### src/rtl/dmarf_pkg.sv
package dmarf_pkg;
  localparam int BASE_W = 16;
  localparam int IDX_W  = 4;
  typedef enum logic {REG_ADDR = 1'b0, REG_CNT = 1'b1} reg_sel_e;
endpackage

### src/rtl/dmarf_byte_ptr.sv
module dmarf_byte_ptr (
  input  logic clk,
  input  logic rst,
  input  logic clear,
  input  logic step,
  output logic ptr
);
  always_ff @(posedge clk) begin
    if (rst)        ptr <= 1'b0;
    else if (clear) ptr <= 1'b0;
    else if (step)  ptr <= ~ptr;
  end

  a_r2_ptr_toggles: assert property (@(posedge clk) disable iff (rst)
    (step && !clear) |=> (ptr != $past(ptr)));
  a_r8_clear_wins: assert property (@(posedge clk) disable iff (rst)
    clear |=> !ptr);
  a_r9_ptr_holds: assert property (@(posedge clk) disable iff (rst)
    (!step && !clear) |=> $stable(ptr));
endmodule

### src/rtl/dmarf_channel.sv
module dmarf_channel
  import dmarf_pkg::*;
#(
  parameter int SHIFT = 0,
  localparam int CUR_W = BASE_W + SHIFT
) (
  input  logic             clk,
  input  logic             rst,
  input  logic             wr_en,
  input  logic             wr_hi,
  input  reg_sel_e         wr_sel,
  input  logic [7:0]       wr_byte,
  input  logic             upd_en,
  input  logic [CUR_W-1:0] upd_cnt,
  output logic [BASE_W-1:0] base_cnt,
  output logic [CUR_W-1:0] cur_addr,
  output logic [CUR_W-1:0] cur_cnt
);
  logic [BASE_W-1:0] base_addr;
  logic [BASE_W-1:0] nxt_addr, nxt_cnt;

  // byte-lane merge of the incoming write
  always_comb begin
    nxt_addr = base_addr;
    nxt_cnt  = base_cnt;
    if (wr_en && wr_sel == REG_ADDR) begin
      if (wr_hi) nxt_addr = {wr_byte, base_addr[7:0]};
      else       nxt_addr = {base_addr[15:8], wr_byte};
    end
    if (wr_en && wr_sel == REG_CNT) begin
      if (wr_hi) nxt_cnt = {wr_byte, base_cnt[7:0]};
      else       nxt_cnt = {base_cnt[15:8], wr_byte};
    end
  end

  always_ff @(posedge clk) begin
    if (rst) begin
      base_addr <= '0;
      base_cnt  <= '0;
      cur_addr  <= '0;
      cur_cnt   <= '0;
    end else begin
      base_addr <= nxt_addr;
      base_cnt  <= nxt_cnt;
      if (wr_en && wr_hi) begin
        cur_addr <= CUR_W'(nxt_addr) << SHIFT;
        cur_cnt  <= '0;
      end else if (upd_en) begin
        cur_cnt <= upd_cnt;
      end
    end
  end

  a_r4_reload_clears: assert property (@(posedge clk) disable iff (rst)
    (wr_en && wr_hi) |=> (cur_cnt == '0));
  a_r4_low_keeps_work: assert property (@(posedge clk) disable iff (rst)
    (wr_en && !wr_hi && !upd_en) |=> ($stable(cur_addr) && $stable(cur_cnt)));
  a_r3_low_lane_only: assert property (@(posedge clk) disable iff (rst)
    (wr_en && !wr_hi && wr_sel == REG_CNT) |=> (base_cnt[15:8] == $past(base_cnt[15:8])));
  a_r10_upd_load: assert property (@(posedge clk) disable iff (rst)
    (upd_en && !(wr_en && wr_hi)) |=> (cur_cnt == $past(upd_cnt)));
endmodule

### src/rtl/dmarf_readback.sv
module dmarf_readback
  import dmarf_pkg::*;
#(
  parameter int SHIFT = 0,
  localparam int CUR_W = BASE_W + SHIFT
) (
  input  logic [BASE_W-1:0] base_cnt,
  input  logic [CUR_W-1:0]  cur_addr,
  input  logic [CUR_W-1:0]  cur_cnt,
  input  logic              down,
  input  reg_sel_e          sel,
  input  logic              hi,
  output logic [7:0]        rb_byte
);
  logic [CUR_W-1:0]  remain, reached, picked;
  logic [BASE_W-1:0] scaled;

  always_comb begin
    remain  = (CUR_W'(base_cnt) << SHIFT) - cur_cnt;
    reached = down ? (cur_addr - cur_cnt) : (cur_addr + cur_cnt);
    picked  = (sel == REG_CNT) ? remain : reached;
    scaled  = BASE_W'(picked >> SHIFT);
    rb_byte = hi ? scaled[15:8] : scaled[7:0];
  end
endmodule

### src/rtl/dma_chan_regfile.sv
module dma_chan_regfile
  import dmarf_pkg::*;
#(
  parameter int NUM_CH = 4,
  parameter int SHIFT  = 0,
  localparam int SEL_W = $clog2(NUM_CH),
  localparam int CUR_W = BASE_W + SHIFT
) (
  input  logic              clk,
  input  logic              rst,
  input  logic              acc_valid,
  input  logic              acc_write,
  input  logic [IDX_W-1:0]  acc_idx,
  input  logic [7:0]        acc_wdata,
  input  logic              ptr_clear,
  input  logic [NUM_CH-1:0] dir_down,
  input  logic              upd_valid,
  input  logic [SEL_W-1:0]  upd_chan,
  input  logic [CUR_W-1:0]  upd_count,
  output logic              rd_valid,
  output logic [7:0]        rd_data
);
  logic             hit;
  logic [SEL_W-1:0] ch_idx;
  reg_sel_e         sel;
  logic             ptr;
  logic [7:0]       rb_byte;

  logic [BASE_W-1:0] base_cnt_q [NUM_CH];
  logic [CUR_W-1:0]  cur_addr_q [NUM_CH];
  logic [CUR_W-1:0]  cur_cnt_q  [NUM_CH];

  assign hit    = int'(acc_idx[IDX_W-1:1]) < NUM_CH;
  assign ch_idx = acc_idx[SEL_W:1];
  assign sel    = reg_sel_e'(acc_idx[0]);

  dmarf_byte_ptr u_ptr (
    .clk   (clk),
    .rst   (rst),
    .clear (ptr_clear),
    .step  (acc_valid && hit),
    .ptr   (ptr)
  );

  for (genvar g = 0; g < NUM_CH; g++) begin : g_ch
    dmarf_channel #(.SHIFT(SHIFT)) u_ch (
      .clk      (clk),
      .rst      (rst),
      .wr_en    (acc_valid && acc_write && hit && ch_idx == SEL_W'(g)),
      .wr_hi    (ptr),
      .wr_sel   (sel),
      .wr_byte  (acc_wdata),
      .upd_en   (upd_valid && upd_chan == SEL_W'(g)),
      .upd_cnt  (upd_count),
      .base_cnt (base_cnt_q[g]),
      .cur_addr (cur_addr_q[g]),
      .cur_cnt  (cur_cnt_q[g])
    );
  end

  dmarf_readback #(.SHIFT(SHIFT)) u_rb (
    .base_cnt (base_cnt_q[ch_idx]),
    .cur_addr (cur_addr_q[ch_idx]),
    .cur_cnt  (cur_cnt_q[ch_idx]),
    .down     (dir_down[ch_idx]),
    .sel      (sel),
    .hi       (ptr),
    .rb_byte  (rb_byte)
  );

  always_ff @(posedge clk) begin
    if (rst) begin
      rd_valid <= 1'b0;
      rd_data  <= '0;
    end else begin
      rd_valid <= acc_valid && !acc_write;
      if (acc_valid && !acc_write) rd_data <= hit ? rb_byte : 8'h00;
    end
  end

  a_r11_rd_follows: assert property (@(posedge clk) disable iff (rst)
    (acc_valid && !acc_write) |=> rd_valid);
  a_r11_rd_quiet: assert property (@(posedge clk) disable iff (rst)
    !(acc_valid && !acc_write) |=> !rd_valid);
  a_r9_bad_read_zero: assert property (@(posedge clk) disable iff (rst)
    (acc_valid && !acc_write && !hit) |=> (rd_data == 8'h00));
endmodule

### config.mk
export PLATFORM = sky130hd
export DESIGN_NAME = dma_chan_regfile
export DESIGN_NICKNAME = d
export VERILOG_FILES = /design/src/rtl/dmarf_pkg.sv /design/src/rtl/dmarf_byte_ptr.sv /design/src/rtl/dmarf_channel.sv /design/src/rtl/dmarf_readback.sv /design/src/rtl/dma_chan_regfile.sv
export SDC_FILE = /design/constraint.sdc
export NUM_CORES = 1
export LEC_CHECK = 0
export ABC_AREA = 1
export BUFFER_PORTS_ARGS = -buffer_cell sky130_fd_sc_hd__buf_4
export CORE_MARGIN = 2
export CORE_UTILIZATION = 45
export DETAILED_ROUTE_END_ITERATION = 12
export GPL_ROUTABILITY_DRIVEN = 0
export PLACE_DENSITY = 0.64
export SLEW_MARGIN = 20
export SYNTH_ARGS = -nofsm -noshare
export SYNTH_HDL_FRONTEND = slang
export SYNTH_SLANG_ARGS = --single-unit
### constraint.sdc
create_clock -name clk -period 7 [get_ports clk]
set_input_delay 0.35 -clock clk [delete_from_list [all_inputs] [get_ports clk]]
set_output_delay 0.35 -clock clk [all_outputs]
set_load 0.02 [all_outputs]
==> results.json <==
{
  "syn_area_um2": 13100,
  "crit_path_end_kind": "flip-flop",
  "final_area_um2": 14500,
  "final-setup-viol-count": 0,
  "slowest_delay_ps": 1080,
  "crit_end": "g_ch[3].u_ch.cur_addr[14]",
  "final_util": 0.506,
  "drcViolationCount": 0,
  "cts_buffer_depth": 3,
  "grt_max_degree": 80,
  "status": "completed",
  "r2r_cells": 8,
  "reg2reg_from": "u_ptr.ptr",
  "yosys-top-cells-count": "389 x nand2_1, 266 x dfxtp_1, 240 x inv_1",
  "yosysWarnings": 0,
  "wire_per_inst_um": 17.7,
  "synth.distinct_cells": 45,
  "yosys.area.top_type_share": 0.406,
  "grt_pass1_wl_um": 62600,
  "ctsHoldBuffers": 1,
  "vias": 12500,
  "drive_gt1_frac": 0.0803,
  "dr.pass1.iters": 5,
  "clkLatencyLatePin_ps": 590,
  "cap_violations": 0,
  "setup.worst_path.class": "reg -> reg",
  "maxSlewHeadroom": 0.233,
  "wl_um": 39900,
  "place_area_um2": 13500,
  "grtUsageTotal": 0.256,
  "power_density_nw_per_um2": 242,
  "crit_path_start_kind": "flip-flop",
  "synth.avg_cell_area_um2": 7.03,
  "arrival_ps": 4550,
  "synth_top_cells_by_area": "dfxtp_1 41%, nand2_1 11%, a21oi_1 9.1%, inv_1 6.9%, o21ai_0 3.9%",
  "dieArea_um2": 30500,
  "r2r_slack_ps": 2880,
  "skew_ps": 42.5,
  "ir_worst_vdd_uv": 219,
  "synthFlopType": "dfxtp_1",
  "drtAntennaViolNets": 0,
  "die_h_um": 175,
  "synthArstFlopShare": 0,
  "antenna-diode-count": 0,
  "grt_pass1_vias": 11400,
  "cts_buffers": 30,
  "synth_enable_flop_cells": 0,
  "multi_input_area_um2": 6360,
  "place.detailed.hpwl_um": 26400,
  "setup_tns_ps": 0,
  "postCtsResizedCells": 0,
  "grt_overflow": 0,
  "initial_utilization": 0.457,
  "cts_sinks": 266,
  "crit_path_max_fanout": 25,
  "layout_min_cycle_time_ps": 4120,
  "rsz0062_at_grt": "false",
  "yosys.area.top_type": "dfxtp_1",
  "rows": 62,
  "fill_cells": 2845,
  "synth_cells": 1864,
  "fin_crit_sh": 0.589,
  "portBuffers": 48,
  "clk_pin_slew_worst_paths_ps": 60,
  "min_from": "upd_count[2]",
  "nets": 1918,
  "worstHoldPathType": "in -> reg",
  "fmax_mhz": 243,
  "cts_root_buffer": "clkbuf_16",
  "yosys.cell_count.top_type": "nand2_1",
  "ff_latch_area_um2": 5330,
  "slew_viol_final": 0,
  "die_w_um": 175,
  "critical-path-slowest-cell": "dfxtp_1",
  "avgViaCountPerCell": 5.54,
  "tightestPinTransition_ps": 1150,
  "coreArea_um2": 28700,
  "worstPathRequired_ps": 7430,
  "num_io_pins": 49,
  "startpoint": "u_ptr.ptr",
  "syn_to_final_growth_pct": 10.8,
  "yosysSeqAreaShare": 0.406,
  "drt_iter0_drc": 1276,
  "h-tree-depth": 1,
  "synth_nets": 1937,
  "cts_setup_buffers": 0,
  "antenna_found_initial": 0,
  "hold_viol_final": 0,
  "leakage_nw": 5.77,
  "r2r_end": "g_ch[3].u_ch.cur_addr[14]",
  "crit_chain": "inv_1 -> buf_4 -> nor2_2 -> inv_2 -> nor2_1 -> o22ai_1 -> nand2_1 -> a21oi_1",
  "cts_tree": "built",
  "ys_ff_latch": 266,
  "power_mw": 3.52
}
## flip-flops by register name, summed over array words and instances (netlist names)
signal,cells
g_ch.u_ch.base_addr,64
g_ch.u_ch.base_cnt,64
g_ch.u_ch.cur_addr,64
u_ptr.ptr,1
g_ch.u_ch.cur_cnt,64
rd_valid,1
rd_data,8
## routing by layer
layer,vias to the layer above,GRT usage,share of wire,wire (um)
met5,-,0,0,0
met4,0,0.0837,0.032,1270
met3,83,0.0416,0.074,2930
met2,441,0.397,0.44,17500
met1,5793,0.365,0.46,18200
li1,6159,-,-,-
## cell families (layout without fill, tap and decap cells)
kind of cell / Yosys count / after routing / synth area share
AOI/OAI and AO/OA: 484 / 484 / 0.205
xor gates and xnor gates: 17 / 17 / 0.0114
adders and majority gates: 33 / 33 / 0.0327
buffers and inverters: 362 / 365 / 0.109
DFF: 266 / 266 / 0.406
and+or+nand+nor: 702 / 702 / 0.235
## critical path: cells and delay by family, from the launching register on
| family | cells | cell delay, ps |
|---|---|---|
| and+or+nand+nor | 3 | 1420 |
| buffers and inverters | 3 | 1200 |
| DFF | 1 | 1080 |
| AOI/OAI and AO/OA | 2 | 270 |
## cell type report
| type | count | share of cell area |
|---|---|---|
| Clock inverter | 10 | 0.00758 |
| Timing Repair Buffer | 56 | 0.0291 |
| Tap cell | 384 | 0.0331 |
| Sequential cell | 266 | 0.367 |
| Inverter | 255 | 0.0659 |
| Clock buffer | 44 | 0.0595 |
| Multi-Input combinational cell | 1236 | 0.438 |
## power breakdown
group | internal [mW] | switching [mW] | total, mW | leakage (nW)
Sequential | 1.53 | 0.0113 | 1.54 | 2.15
Combinational | 0.131 | 0.298 | 0.429 | 3.15
Clock | 0.892 | 0.655 | 1.55 | 0.476
Total | 2.56 | 0.964 | 3.52 | 5.77
## per-stage QoR
step	setup slack [ps]	std cells	hold WS, ps
finish	2880	2251	66.8
global route	2680	2251	66.1
CTS	2970	2251	50.2
detailed placement	2610	2196	438
global placement	2650	2196	433
floorplan	3700	1864	423
## placed cells by master, fill, tap and decap left out, types with 10 or more instances in the layout
cell         n
nand2_1    389
dfxtp_1    266
inv_1      240
a21oi_1    239
nor2_1     106
o21ai_0    102
nand3_1     93
nand4_1     66
o22ai_1     64
buf_4       55
a22oi_1     38
ha_1        31
clkbuf_16   30
nor2_2      21
inv_2       13
xor2_1      12
o221ai_1    12
o21ai_1     10
## worst min-delay path by stage
stage | endpoint | depth (start not counted)
final | g_ch[3].u_ch.cur_cnt[2] | 3
after global routing | g_ch[3].u_ch.cur_cnt[15] | 3
after CTS | g_ch[3].u_ch.cur_cnt[2] | 3
after detailed placement | g_ch[0].u_ch.base_cnt[7] | 2
after global placement | g_ch[0].u_ch.base_cnt[5] | 2
after floorplan | g_ch[1].u_ch.base_cnt[1] | 2
No activity file was read; power rests on OpenSTA's default activity.
